File: src/rtl/rxirq_pkg.sv
package rxirq_pkg;

  localparam int unsigned TAG_W = 4;
  localparam int unsigned CNT_W = 7;

  // status word layout
  localparam int unsigned STAT_TAG_LSB  = 0;
  localparam int unsigned STAT_CNT_LSB  = 4;
  localparam int unsigned STAT_LINK_BIT = 16;

  // control bit positions
  localparam int unsigned CTL_RST_BIT = 17;
  localparam int unsigned CTL_IEN_BIT = 18;

  typedef enum logic [1:0] {
    REG_SET    = 2'd0,
    REG_CLR    = 2'd1,
    REG_LIMITS = 2'd2,
    REG_ACK    = 2'd3
  } reg_sel_e;

  typedef enum logic {
    ST_WAIT_ACK = 1'b0,
    ST_ARMED    = 1'b1
  } rpt_state_e;

  function automatic logic [31:0] pack_status(input logic [TAG_W-1:0] tag,
                                              input logic [CNT_W-1:0] cnt,
                                              input logic             lnk);
    logic [31:0] s;
    s = '0;
    s[STAT_TAG_LSB +: TAG_W] = tag;
    s[STAT_CNT_LSB +: CNT_W] = cnt;
    s[STAT_LINK_BIT]         = lnk;
    return s;
  endfunction

endpackage

File: src/rtl/rxirq_ctl_regs.sv
module rxirq_ctl_regs
  import rxirq_pkg::*;
#(
  parameter int unsigned LIM_W        = 8,
  parameter int unsigned DEF_CNT_LIM  = 16,
  parameter int unsigned DEF_TIME_LIM = 10
) (
  input  logic             clk,
  input  logic             rst_n,
  input  logic             reg_we,
  input  logic [1:0]       reg_sel,
  input  logic [31:0]      reg_wdata,
  output logic             ien_o,
  output logic             prst_o,
  output logic [LIM_W-1:0] cnt_lim_o,
  output logic [LIM_W-1:0] time_lim_o,
  output logic             ack_wr_o,
  output logic [TAG_W-1:0] ack_val_o
);

  localparam int unsigned TL_LSB = LIM_W;

  logic             ien_q, ien_d;
  logic             prst_q, prst_d;
  logic [LIM_W-1:0] cnt_lim_q, time_lim_q;
  logic             lim_en;
  logic             set_wr, clr_wr;
  logic             unused_wdata;

  assign set_wr = reg_we && (reg_sel == REG_SET);
  assign clr_wr = reg_we && (reg_sel == REG_CLR);
  assign lim_en = reg_we && (reg_sel == REG_LIMITS);

  // set has priority over clear only in the sense that they never coincide
  always_comb begin
    ien_d  = ien_q;
    prst_d = prst_q;
    if (set_wr) begin
      if (reg_wdata[CTL_IEN_BIT]) ien_d  = 1'b1;
      if (reg_wdata[CTL_RST_BIT]) prst_d = 1'b1;
    end else if (clr_wr) begin
      if (reg_wdata[CTL_IEN_BIT]) ien_d  = 1'b0;
      if (reg_wdata[CTL_RST_BIT]) prst_d = 1'b0;
    end
  end

  always_ff @(posedge clk or negedge rst_n) begin
    if (!rst_n) begin
      ien_q  <= 1'b0;
      prst_q <= 1'b1;
    end else begin
      ien_q  <= ien_d;
      prst_q <= prst_d;
    end
  end

  always_ff @(posedge clk or negedge rst_n) begin
    if (!rst_n) begin
      cnt_lim_q  <= LIM_W'(DEF_CNT_LIM);
      time_lim_q <= LIM_W'(DEF_TIME_LIM);
    end else if (lim_en) begin
      cnt_lim_q  <= reg_wdata[LIM_W-1:0];
      time_lim_q <= reg_wdata[TL_LSB +: LIM_W];
    end
  end

  assign ien_o      = ien_q;
  assign prst_o     = prst_q;
  assign cnt_lim_o  = cnt_lim_q;
  assign time_lim_o = time_lim_q;
  assign ack_wr_o   = reg_we && (reg_sel == REG_ACK);
  assign ack_val_o  = reg_wdata[TAG_W-1:0];

  assign unused_wdata = ^reg_wdata;

endmodule

File: src/rtl/rxirq_batch_acc.sv
module rxirq_batch_acc
  import rxirq_pkg::*;
#(
  parameter int unsigned TMR_W = 8
) (
  input  logic             clk,
  input  logic             rst_n,
  input  logic             hold_i,
  input  logic             restart_i,
  input  logic             msg_i,
  input  logic             link_i,
  input  logic             tick_i,
  output logic [CNT_W-1:0] cnt_o,
  output logic             link_o,
  output logic [TMR_W-1:0] ticks_o,
  output logic             busy_o
);

  localparam logic [CNT_W-1:0] CNT_MAX = {CNT_W{1'b1}};
  localparam logic [TMR_W-1:0] TMR_MAX = {TMR_W{1'b1}};

  logic [CNT_W-1:0] cnt_q, cnt_d;
  logic             link_q, link_d;
  logic [TMR_W-1:0] ticks_q, ticks_d;
  logic             busy;

  assign busy = (cnt_q != '0) || link_q;

  always_comb begin
    cnt_d   = cnt_q;
    link_d  = link_q;
    ticks_d = ticks_q;
    if (hold_i) begin
      cnt_d   = '0;
      link_d  = 1'b0;
      ticks_d = '0;
    end else if (restart_i) begin
      // events in the report cycle open the next batch
      cnt_d   = msg_i ? CNT_W'(1) : '0;
      link_d  = link_i;
      ticks_d = '0;
    end else begin
      if (msg_i && (cnt_q != CNT_MAX)) cnt_d = cnt_q + CNT_W'(1);
      if (link_i) link_d = 1'b1;
      if (busy && tick_i && (ticks_q != TMR_MAX)) ticks_d = ticks_q + TMR_W'(1);
    end
  end

  always_ff @(posedge clk or negedge rst_n) begin
    if (!rst_n) begin
      cnt_q   <= '0;
      link_q  <= 1'b0;
      ticks_q <= '0;
    end else begin
      cnt_q   <= cnt_d;
      link_q  <= link_d;
      ticks_q <= ticks_d;
    end
  end

  assign cnt_o   = cnt_q;
  assign link_o  = link_q;
  assign ticks_o = ticks_q;
  assign busy_o  = busy;

endmodule

File: src/rtl/rxirq_report.sv
module rxirq_report
  import rxirq_pkg::*;
#(
  parameter int unsigned LIM_W = 8
) (
  input  logic             clk,
  input  logic             rst_n,
  input  logic             hold_i,
  input  logic [CNT_W-1:0] cnt_i,
  input  logic             link_i,
  input  logic [LIM_W-1:0] ticks_i,
  input  logic             busy_i,
  input  logic [LIM_W-1:0] cnt_lim_i,
  input  logic [LIM_W-1:0] time_lim_i,
  input  logic             ack_wr_i,
  input  logic [TAG_W-1:0] ack_val_i,
  output logic             flush_o,
  output logic             pend_o,
  output logic [31:0]      status_o,
  output logic [TAG_W-1:0] tag_o
);

  localparam int unsigned CMP_W = (CNT_W > LIM_W) ? CNT_W : LIM_W;

  rpt_state_e       state_q, state_d;
  logic [TAG_W-1:0] tag_q, tag_d;
  logic             pend_q, pend_d;
  logic [31:0]      status_q;
  logic             cnt_hit, time_hit, flush, ack_ok;

  assign cnt_hit  = (cnt_i != '0) && (CMP_W'(cnt_i) >= CMP_W'(cnt_lim_i));
  assign time_hit = busy_i && (ticks_i >= time_lim_i);
  assign flush    = (state_q == ST_ARMED) && !hold_i && (cnt_hit || time_hit);
  assign ack_ok   = ack_wr_i && (state_q == ST_WAIT_ACK) && !hold_i &&
                    (ack_val_i == (tag_q + TAG_W'(1)));

  always_comb begin
    state_d = state_q;
    tag_d   = tag_q;
    pend_d  = pend_q;
    if (hold_i) begin
      state_d = ST_WAIT_ACK;
      pend_d  = 1'b0;
    end else if (flush) begin
      state_d = ST_WAIT_ACK;
      pend_d  = 1'b1;
    end else if (ack_ok) begin
      state_d = ST_ARMED;
      pend_d  = 1'b0;
      tag_d   = ack_val_i;
    end
  end

  always_ff @(posedge clk or negedge rst_n) begin
    if (!rst_n) begin
      state_q <= ST_WAIT_ACK;
      tag_q   <= '0;
      pend_q  <= 1'b0;
    end else begin
      state_q <= state_d;
      tag_q   <= tag_d;
      pend_q  <= pend_d;
    end
  end

  always_ff @(posedge clk or negedge rst_n) begin
    if (!rst_n) begin
      status_q <= '0;
    end else if (flush) begin
      status_q <= pack_status(tag_q, cnt_i, link_i);
    end
  end

  assign flush_o  = flush;
  assign pend_o   = pend_q;
  assign status_o = status_q;
  assign tag_o    = tag_q;

endmodule

File: src/rtl/rxirq_coalesce.sv
module rxirq_coalesce
  import rxirq_pkg::*;
#(
  parameter int unsigned LIM_W        = 8,
  parameter int unsigned DEF_CNT_LIM  = 16,
  parameter int unsigned DEF_TIME_LIM = 10
) (
  input  logic        clk,
  input  logic        rst_n,
  input  logic        reg_we,
  input  logic [1:0]  reg_sel,
  input  logic [31:0] reg_wdata,
  input  logic        msg_arrive,
  input  logic        link_done,
  input  logic        tick_100us,
  output logic        irq,
  output logic [31:0] status_word
);

  logic             ien_w, prst_w, ack_wr_w;
  logic [TAG_W-1:0] ack_val_w, tag_w;
  logic [LIM_W-1:0] cnt_lim_w, time_lim_w, ticks_w;
  logic [CNT_W-1:0] cnt_w;
  logic             link_w, busy_w, flush_w, rpt_pend_w;

  rxirq_ctl_regs #(
    .LIM_W       (LIM_W),
    .DEF_CNT_LIM (DEF_CNT_LIM),
    .DEF_TIME_LIM(DEF_TIME_LIM)
  ) ctl_i (
    .clk       (clk),
    .rst_n     (rst_n),
    .reg_we    (reg_we),
    .reg_sel   (reg_sel),
    .reg_wdata (reg_wdata),
    .ien_o     (ien_w),
    .prst_o    (prst_w),
    .cnt_lim_o (cnt_lim_w),
    .time_lim_o(time_lim_w),
    .ack_wr_o  (ack_wr_w),
    .ack_val_o (ack_val_w)
  );

  rxirq_batch_acc #(
    .TMR_W(LIM_W)
  ) acc_i (
    .clk      (clk),
    .rst_n    (rst_n),
    .hold_i   (prst_w),
    .restart_i(flush_w),
    .msg_i    (msg_arrive),
    .link_i   (link_done),
    .tick_i   (tick_100us),
    .cnt_o    (cnt_w),
    .link_o   (link_w),
    .ticks_o  (ticks_w),
    .busy_o   (busy_w)
  );

  rxirq_report #(
    .LIM_W(LIM_W)
  ) rpt_i (
    .clk       (clk),
    .rst_n     (rst_n),
    .hold_i    (prst_w),
    .cnt_i     (cnt_w),
    .link_i    (link_w),
    .ticks_i   (ticks_w),
    .busy_i    (busy_w),
    .cnt_lim_i (cnt_lim_w),
    .time_lim_i(time_lim_w),
    .ack_wr_i  (ack_wr_w),
    .ack_val_i (ack_val_w),
    .flush_o   (flush_w),
    .pend_o    (rpt_pend_w),
    .status_o  (status_word),
    .tag_o     (tag_w)
  );

  assign irq = rpt_pend_w & ien_w;

endmodule

File: config.mk
export PLATFORM = sky130hd
export DESIGN_NAME = rxirq_coalesce
export DESIGN_NICKNAME = d
export VERILOG_FILES = /design/src/rtl/rxirq_pkg.sv /design/src/rtl/rxirq_ctl_regs.sv /design/src/rtl/rxirq_batch_acc.sv /design/src/rtl/rxirq_report.sv /design/src/rtl/rxirq_coalesce.sv
export SDC_FILE = /design/constraint.sdc
export NUM_CORES = 1
export LEC_CHECK = 0
export BUFFER_PORTS_ARGS = -buffer_cell sky130_fd_sc_hd__clkbuf_2
export CAP_MARGIN = 10
export CELL_PAD_IN_SITES_DETAIL_PLACEMENT = 0
export CELL_PAD_IN_SITES_GLOBAL_PLACEMENT = 1
export CORE_MARGIN = 5
export CORE_UTILIZATION = 42
export DETAILED_ROUTE_END_ITERATION = 10
export GPL_TIMING_DRIVEN = 1
export PLACE_DENSITY = 0.88
export SETUP_SLACK_MARGIN = 0.4
export SYNTH_ARGS = -nofsm -noshare
export SYNTH_HDL_FRONTEND = slang
export SYNTH_HIERARCHICAL = 1
export SYNTH_SLANG_ARGS = --single-unit
export TNS_END_PERCENT = 20
File: constraint.sdc
create_clock -name clk -period 2.7 [get_ports clk]
set_input_delay 0.54 -clock clk [delete_from_list [all_inputs] [get_ports clk]]
set_output_delay 0.54 -clock clk [all_outputs]
set_load 0.005 [all_outputs]
== Word-level counts from Yosys, hierarchy flattened ==
Cells that the tools add are included.

* Register bits: 52
* Logic and storage cells: 81
* Bits of input ports: 40
* Output and inout port bits: 33

* Bitwise operators: 4
* Multiplexer cells: 24
* Equality and inequality tests: 10
* Reductions and logical operators: 27
* Add/sub/neg operators: 3
* Order comparisons: 2

{| class="wikitable"
|+ Operator list
! kind !! count
|-
| $mux W8 || 3
|-
| $mux W7 || 3
|-
| $mux W1 || 18
|-
| $logic_and A1 B1 Y1 || 14
|-
| $reduce_bool A3 Y1 || 4
|-
| $reduce_and A3 Y1 || 3
|-
| $add A8 B1 Y8 const B || 1
|-
| $ge A7 B8 Y1 || 1
|-
| $ge A8 B8 Y1 || 1
|-
| $ne A2 B2 Y1 const B || 4
|-
| $ne A8 B8 Y1 const B || 1
|-
| $add A7 B1 Y7 const B || 1
|-
| $ne A7 B7 Y1 const B || 1
|-
| $reduce_bool A7 Y1 || 1
|-
| $add A4 B1 Y4 const B || 1
|-
| $eq A2 B2 Y1 const B || 2
|-
| $eq A4 B4 Y1 || 1
|-
| $not A1 Y1 || 3
|-
| $eq A2 B1 Y1 const B || 1
|-
| $logic_not A2 Y1 || 1
|-
| $logic_or A1 B1 Y1 || 2
|-
| $reduce_bool A2 Y1 || 1
|-
| $and A1 B1 Y1 || 1
|-
| $logic_not A1 Y1 || 1
|}

== Logic depth before layout (Yosys ltp) ==
Gate-level depths: netlist (run 1).

* Depth after elaboration: 8
* Depth in mapped cells: 11
* Gate-level depth less buffers: 11

== By module ==
Netlist (run 1), hierarchy kept.

{| class="wikitable"
|+ Modules (own cells, without submodules)
! module !! instances !! cells each !! sequential area each (µm²) !! area an instance (µm²)
|-
| rxirq_report || 1 || 151 || 450.4 || 1506.4
|-
| rxirq_batch_acc || 1 || 101 || 400.4 || 912.1
|-
| rxirq_ctl_regs || 1 || 47 || 455.4 || 783.3
|-
| rxirq_coalesce || 1 || 1 || 0.0 || 6.3
|}

== Worst setup path after synthesis (run 1) ==
No wires, ideal clock.

* Kind: register to register
* Start point: reg acc_i.cnt_q[0] (netlist: acc_i/cnt_o[0])
* End point: reg acc_i.ticks_q[4] (netlist: acc_i/ticks_o[4])
* Arrival: 2397 ps
* Setup slack: 237 ps
* Period minus slack after synthesis: 2463 ps
* Library setup time: 66 ps
* Buffers on the path: 0
* Required time: 2634 ps
* Cell stages (with the launch flop): 12
* Cell sequence: dfrtp_1 inv_1 ha_1 nor4b_2 nand2_1 o2111a_1 a22oi_4 a21oi_4 inv_1 nand2_1 or4_1 nand2_1

* Cells in the longest elaborated chain, start to end: 7
* Elaborated cells between the ends (all ways): 12
* Those cells by class: 1 x order compare; 2 x mux; 9 x reduce/logical

{| class="wikitable"
|+ Ends and longest elaborated chain
! what !! line !! source
|-
| from (decl) || rxirq_batch_acc.sv:22 || <nowiki>logic [CNT_W-1:0] cnt_q, cnt_d;</nowiki>
|-
| from (signal assigned) || rxirq_batch_acc.sv:55 || <nowiki>cnt_q <= cnt_d;</nowiki>
|-
| $reduce_bool A7 Y1 * || rxirq_batch_acc.sv:27 || <nowiki>assign busy = (cnt_q != '0) || link_q;</nowiki>
|-
| $logic_or A1 B1 Y1 * || rxirq_batch_acc.sv:27 ||
|-
| via busy_w || rxirq_coalesce.sv:24 || <nowiki>logic link_w, busy_w, flush_w, rpt_pend_w;</nowiki>
|-
| $logic_and A1 B1 Y1 * || rxirq_report.sv:32 || <nowiki>assign time_hit = busy_i && (ticks_i >= time_lim_i);</nowiki>
|-
| $logic_or A1 B1 Y1 * || rxirq_report.sv:33 || <nowiki>assign flush = (state_q == ST_ARMED) && !hold_i && (cnt_hit || time_hit);</nowiki>
|-
| $logic_and A1 B1 Y1 * || rxirq_report.sv:33 ||
|-
| via flush_w || rxirq_coalesce.sv:24 ||
|-
| $mux W8 || rxirq_batch_acc.sv:37 || <nowiki>end else if (restart_i) begin</nowiki>
|-
| $mux W8 || rxirq_batch_acc.sv:33 || <nowiki>if (hold_i) begin</nowiki>
|-
| to (signal assigned) || rxirq_batch_acc.sv:57 || <nowiki>ticks_q <= ticks_d;</nowiki>
|-
| to (decl) || rxirq_batch_acc.sv:24 || <nowiki>logic [TMR_W-1:0] ticks_q, ticks_d;</nowiki>
|}

Mark *: on every way through the listed nets, which the timed path passes. The rest lies on a longest branch.
A chain may end at the register's enable or synchronous reset.

== Worst setup path after layout (run 1) ==
* Start point: reg acc_i.ticks_q[5] (netlist: acc_i/ticks_o[5])
* End point: reg acc_i.ticks_q[4] (netlist: acc_i/ticks_o[4])

* Cells in the longest elaborated chain, start to end: 6
* Elaborated cells between the ends (all ways): 9
* Those cells by class: 1 x order compare; 1 x eq/ne; 2 x mux; 5 x reduce/logical

{| class="wikitable"
|+ Ends and longest elaborated chain
! what !! line
|-
| $ge A8 B8 Y1 * || rxirq_report.sv:32
|-
| $logic_and A1 B1 Y1 * || rxirq_report.sv:32
|-
| $logic_or A1 B1 Y1 * || rxirq_report.sv:33
|-
| $logic_and A1 B1 Y1 * || rxirq_report.sv:33
|-
| via flush_w || rxirq_coalesce.sv:24
|-
| $mux W8 || rxirq_batch_acc.sv:37
|-
| $mux W8 || rxirq_batch_acc.sv:33
|}

Marked as above.

==> impl_metrics.toml, run 1 <==
[die]
initial_utilization_pct = 43.8
core_area_sq_um = 7330
die_area_sq_um = 9490
rows = 31
io_pins = 73
fp.dieW_microns = 97.4
die_h_microns = 97.4

[global_routing]
grt.total_usage_pct = 15.1
grt_overflow = 0
grtUsageMet1_pct = 20.2
grt_start_max_net_pins = 25
met2_usage_pct = 25.4
grt_pass1_wl_mm = 12.1
grt_busiest_layer = "met2"
antenna_found_initial = 0
met3_usage_pct = 3.16
grt_pass1_vias = 2511

[cts]
cts_root_buffer = "clkbuf_8"
clkSlewWorstSetupHoldPaths_ns = 0.09
cts_tree = "yes"
cts.sinks = 52
clk_latency_ns = 0.31
numCtsBuffers = 5
cts_buffer_depth = 2
cts_hold_buffers = 0
h-tree-depth = 2

[setup_path]
cpPeakStageDelay_ns = 0.54
path_common_cell = "nand2_2"
cp_top_family = "simple AND/OR/NAND/NOR gates"
crit_path_cell_trace = "ha_1, and3_4, a221o_1, a22oi_4, a21oi_4, inv_2, nand2_2, or4_4, nand2_2"
end_kind = "flop"
path_class = "reg2reg"
start_kind = "flop"
worstSetupPathDepth = 9
critPathMaxFanout = 4
timing.critical_path.buf_inv = 1
crit_required_ns = 2.94
crit_arrival_ns = 2.56
slowest_stage = "or4_4"
rr_worst_depth = 9

[final_layout]
area_delta_synth_final_pct = 20.2
multi_input_area_sq_um = 1810
post-route-cell-area_sq_um = 3860
drive_above_1_share_pct = 37.9
final_cells = 468
diodes = 0
fillers = 632
final_common_cell = "dfrtp_1"
final_nets = 427
mostFrequentLayoutCells = "45 x dfrtp_1, 38 x clkbuf_2, 32 x buf_4"
regArea_sq_um = 1310

[sta]
period_needed_ns = 2.32
relSlewSlack_pct = 51.7
post-route-period-util_pct = 85.9
worst_pin_slew_ns = 0.723
fin_ws_ns = 0.381
final_hold_viol_count = 0
fin_tns_setup_ns = 0
skew_ns = 0.0143
rsz0062_at_grt = "yes"
clock.fmax_ghz = 0.431
slew_violations = 0
finalSetupViolations = 0

[drt]
drt-total-wl_mm = 7.17
dr_total_vias = 2418
vias_per_cell = 5.17
drtIter0Drc = 197
remaining_drc_errors = 0
routedWlPerCell_microns = 15.3
firstDrtPassIters = 4
ant_nets = 0

[synthesis]
synth-edff-count = 0
synth_area_per_cell_sq_um = 10.7
ys.warnings.count = 6
syn_inst = 300
seq_area_frac_synth_pct = 40.7
syn_area_sq_um = 3210
synthDistinctLibCells = 55
ys_async_sr_fraction_pct = 100
synthFlopType = "dfrtp_1"
ys_seq_elements = 52

[power]
combPwrFrac_pct = 25.7
p_leak_nw = 1.88
seq_power_share_pct = 49.4
clockPowerShare_pct = 24.9
pwr_density_cell_nw_per_um2 = 484
switching_power_mw = 0.551
power.internal_mw = 1.31
peakVddDrop_mv = 0.302
finalPower_mw = 1.87
swShare_pct = 29.5

[place]
dp_hpwl_mm = 5.21
io_buffers = 38
placed_cell_area_sq_um = 3500
place_congestion = 0.883
pre_cts_slack_ns = 0.267
dp_cells = 442

[worst_hold_path]
min_path_type = "in2async"

[run_status]
status = "finished, final reports clean"

[flow_run]
maxCapViolCount = 0
==> stage by stage <==
| stage | hold WS, ns | util, % |
|---|---|---|
| after floorplan | 0.244 | - |
| after global placement | 0.490 | 47.7 |
| after detailed placement | 0.494 | 47.7 |
| after CTS | 0.252 | 50.7 |
| after global routing | 0.268 | 52.6 |
| final | 0.242 | 52.6 |
==> cell type report <==
class | instances | share of cell area, %
Timing Repair Buffer | 70 | 11.2
Multi-Input combinational cell | 214 | 46.9
Inverter | 25 | 2.43
Sequential cell | 52 | 34.0
Clock buffer | 8 | 2.34
Tap cell | 99 | 3.21
==> cell usage after synthesis, drive strengths merged, types with 2 or more instances <==
cell	number	area share (%)
and2	2	0.39
nor4	2	0.39
nor2	14	1.6
a31oi	7	1.4
a21o	7	1.6
xor2	2	0.55
nand2b	2	0.39
nand3b	5	1.6
o211ai	3	0.70
nor3	8	1.6
mux2	25	11
or4	3	0.70
nor3b	3	0.70
nand2	13	1.5
dfrtp	48	37
o31ai	2	0.47
or2	2	0.39
and3	5	1.2
o21bai	2	0.47
a21oi	20	3.5
nand4	5	0.98
mux2i	3	0.94
inv	25	2.9
o21ai	10	1.7
dfstp	4	3.3
xnor2	5	1.4
a211oi	3	0.86
nand3	6	0.94
a41o	2	0.62
ha	19	7.4
or3	3	0.59
buf	27	6.4
==> timing repair <==
item	4_1_cts	5_1_grt
resized for setup	8	17
buffers inserted	11	7
endpoints found under the setup margin	2	28
pin swaps	11	8
==> registers in the layout, indices dropped and copies added (netlist names), 4 cells and up <==
signal / count
ctl_i/time_lim_o: 8
rpt_i/tag_o: 4
ctl_i/cnt_lim_o: 8
rpt_i/status_o: 12
acc_i/ticks_o: 8
acc_i/cnt_o: 7
==> final timing paths <==
path | start | to | slack, ns
setup / recovery | acc_i/ticks_o[5]$_DFFE_PN0P_ | acc_i/ticks_o[4]$_DFFE_PN0P_ | 0.38
hold / removal | rst_n | rpt_i/tag_o[1]$_DFFE_PN0P_ | 0.24
setup reg to reg | acc_i/ticks_o[5]$_DFFE_PN0P_ | acc_i/ticks_o[4]$_DFFE_PN0P_ | 0.38
hold reg to reg | ctl_i/cnt_lim_o[3]$_DFFE_PN0P_ | ctl_i/cnt_lim_o[3]$_DFFE_PN0P_ | 0.52
max in group asynchronous | rst_n | ctl_i/cnt_lim_o[4]$_DFFE_PN1P_ | 1.73
min in group clk | reg_sel[0] | ctl_i/prst_o$_DFFE_PN1P_ | 0.43
==> power by group through the flow <==
stage / Clock, mW / Sequential [mW] / Combinational (mW)
6_report: 0.464 / 0.922 / 0.480
5_1_grt: 0.508 / 0.934 / 0.536
4_1_cts: 0.474 / 0.919 / 0.433
3_5_place_dp: 0 / 0.934 / 0.395
3_3_place_gp: 0 / 0.931 / 0.378
2_1_floorplan: 0 / 0.920 / 0.311
==> logic make-up after synthesis <==
family / after synthesis / share of synthesized area, %
other cells: 1 / 0.117
xor+xnor: 7 / 1.91
mux: 28 / 11.5
buf+inv: 53 / 9.48
compound gates: 63 / 14.3
simple gates: 77 / 14.6
fa+ha+maj: 19 / 7.41
flops: 52 / 40.7
==> per-layer routing <==
metal / up-vias / routed length [microns]
met3: 8 / 360
met5: - / 0
met2: 66 / 3540
met4: 0 / 68
met1: 1170 / 3210
li1: 1174 / -
Power figures use the tool's default switching activity.
==> run 2, diff against run 1 <==
CORE_ASPECT_RATIO = 2   (was unset)
PLACE_DENSITY = 0.85   (was 0.88)
==> run 2 against run 1 <==
  * Sequential share of layout area is 0.23 points higher
  * Routed wire length is 0.92% lower
  * Fmax is 3.3% higher
  * Sequential power hardly changed
  * Non-clock buffer count is 5 lower
  * Largest power group unchanged
  * Highest routed layer unchanged
==> impl_metrics.toml, run 2 (synthesized netlist as in run 1, its figures left out) <==
[run_status]
status = "finished, final reports clean"

[drt]
routedWlPerCell_microns = 15.5
drtIter0Drc = 105
dr_total_vias = 2433
ant_nets = 0
firstDrtPassIters = 4
vias_per_cell = 5.31
remaining_drc_errors = 0
drt-total-wl_mm = 7.11

[power]
seq_power_share_pct = 45.3
p_leak_nw = 1.90
clockPowerShare_pct = 32.5
pwr_density_cell_nw_per_um2 = 531
power.internal_mw = 1.44
swShare_pct = 29.2
peakVddDrop_mv = 0.415
combPwrFrac_pct = 22.2
switching_power_mw = 0.593

[die]
fp.dieW_microns = 71.8
die_area_sq_um = 9590
rows = 45
die_h_microns = 134
core_area_sq_um = 7540
io_pins = 73
initial_utilization_pct = 42.5

[setup_path]
path_class = "reg2reg"
crit_required_ns = 2.88
critPathMaxFanout = 7
timing.critical_path.buf_inv = 2
cpPeakStageDelay_ns = 0.48
end_kind = "flop"
cp_top_family = "compound AO/OA/AOI/OAI gates"
crit_arrival_ns = 2.43
crit_path_cell_trace = "ha_1, nor2_1, o32ai_4, o21ai_2, a21oi_4, buf_8, buf_4, mux2_4"
start_kind = "flop"
slowest_stage = "dfrtp_1"

[sta]
finalSetupViolations = 0
worst_pin_slew_ns = 0.759
post-route-period-util_pct = 83.1
rsz0062_at_grt = "no"
slew_violations = 0
skew_ns = 0.00932
period_needed_ns = 2.24
relSlewSlack_pct = 49.3
fin_ws_ns = 0.455
fin_tns_setup_ns = 0
clock.fmax_ghz = 0.445
final_hold_viol_count = 0

[final_layout]
fillers = 724
largest_reg_flops = 12
final_nets = 422
mostFrequentLayoutCells = "46 x dfrtp_1, 38 x clkbuf_2, 25 x buf_4"
final_common_cell = "dfrtp_1"
drive_above_1_share_pct = 35.2
fin_util_pct = 50.7
diodes = 0
area_delta_synth_final_pct = 19.3

[cts]
numCtsBuffers = 5
clk_latency_ns = 0.30
cts_root_buffer = "clkbuf_16"
clkSlewWorstSetupHoldPaths_ns = 0.07
cts_hold_buffers = 0
cts_tree = "yes"
cts_buffer_depth = 2
cts.sinks = 52
h-tree-depth = 2

[flow_run]
maxCapViolCount = 0

[global_routing]
grt.total_usage_pct = 15.3
grt_overflow = 0
grt_pass1_wl_mm = 11.5
antenna_found_initial = 0
grt_pass1_vias = 2555
grt_start_max_net_pins = 53

[place]
place_congestion = 0.861
io_buffers = 38
dp_hpwl_mm = 5.37
pre_cts_slack_ns = 0.141

[worst_hold_path]
min_path_type = "in2async"
-- run 2: changes by cell type in the layout (fill, tap and decap cells not counted), moves of 2 or more --
cell,delta
ha_4,-5
clkbuf_8,-6
nand2_2,-2
buf_4,-7
ha_1,+4
clkbuf_16,+5
clkbuf_1,-2
inv_6,+2
-- run 2: power by group through the flow --
stage	clock network [mW]	registers, mW	logic, mW
after floorplan	0	0.920	0.311
after global placement	0	0.936	0.377
after detailed placement	0	0.938	0.390
after CTS	0.686	0.920	0.437
after global routing	0.706	0.930	0.500
final	0.661	0.919	0.451
-- run 2: stage by stage --
| step | cells | power, mW | cell area (sq um) | hold WS [ns] |
|---|---|---|---|---|
| after global placement | 436 | 1.31 | 3480 | 0.492 |
| final | 458 | 2.03 | 3830 | 0.360 |
| after global routing | 458 | 2.14 | 3830 | 0.432 |
| after CTS | 454 | 2.04 | 3740 | 0.394 |
| after detailed placement | 436 | 1.33 | 3480 | 0.495 |
| after floorplan | 319 | 1.23 | 3290 | 0.244 |
-- run 2: metal layers --
| metal | global-route usage [%] | part of all wire, % | vias to the layer above |
|---|---|---|---|
| met5 | 0 | 0 | - |
| met4 | 7.95 | 3.0 | 0 |
| li1 | - | - | 1157 |
| met1 | 14.4 | 35 | 1212 |
| met3 | 2.72 | 3.2 | 15 |
| met2 | 29.8 | 59 | 49 |
-- run 2: timing repair --
action,in CTS,in global routing
gates resized for setup,8,9
endpoints found under the setup margin,17,6
setup buffers,10,4
pin swaps,11,11
-- run 2: worst register-to-register path: cells and delay by family (launching register included) --
family / cells / cell delay [ns]
buffers and inverters: 2 / 0.26
multiplexers: 1 / 0.29
adder cells (fa/ha/maj): 1 / 0.39
AND/OR/NAND/NOR: 1 / 0.08
flip-flops: 1 / 0.48
AO/OA/AOI/OAI: 3 / 0.62
-- run 2: area by class of cell --
| class | count | area, sq um | share of cell area (%) |
|---|---|---|---|
| clock inverters | 3 | 25.0 | 0.654 |
| flip-flops and latches | 52 | 1310 | 34.2 |
| repair buffers | 65 | 413 | 10.8 |
| multi-input cells | 214 | 1740 | 45.6 |
| inverters | 25 | 93.8 | 2.45 |
| well taps | 94 | 118 | 3.07 |
| clock buffers | 5 | 125 | 3.27 |
-- run 2: worst paths after layout --
kind,endpoint,cells after the start,slack [ns],startpoint
worst max-delay path,rpt_i/status_o[3]$_DFFE_PN0P_,8,0.46,acc_i/cnt_o[6]$_DFFE_PN0P_
worst min-delay path,acc_i/cnt_o[3]$_DFFE_PN0P_,2,0.36,rst_n
worst max register to register,rpt_i/status_o[3]$_DFFE_PN0P_,8,0.46,acc_i/cnt_o[6]$_DFFE_PN0P_
worst min register to register,ctl_i/cnt_lim_o[6]$_DFFE_PN0P_,1,0.51,ctl_i/cnt_lim_o[6]$_DFFE_PN0P_
max in group asynchronous,acc_i/cnt_o[1]$_DFFE_PN0P_,2,1.83,rst_n
min in group clk,ctl_i/prst_o$_DFFE_PN1P_,2,0.43,reg_sel[0]
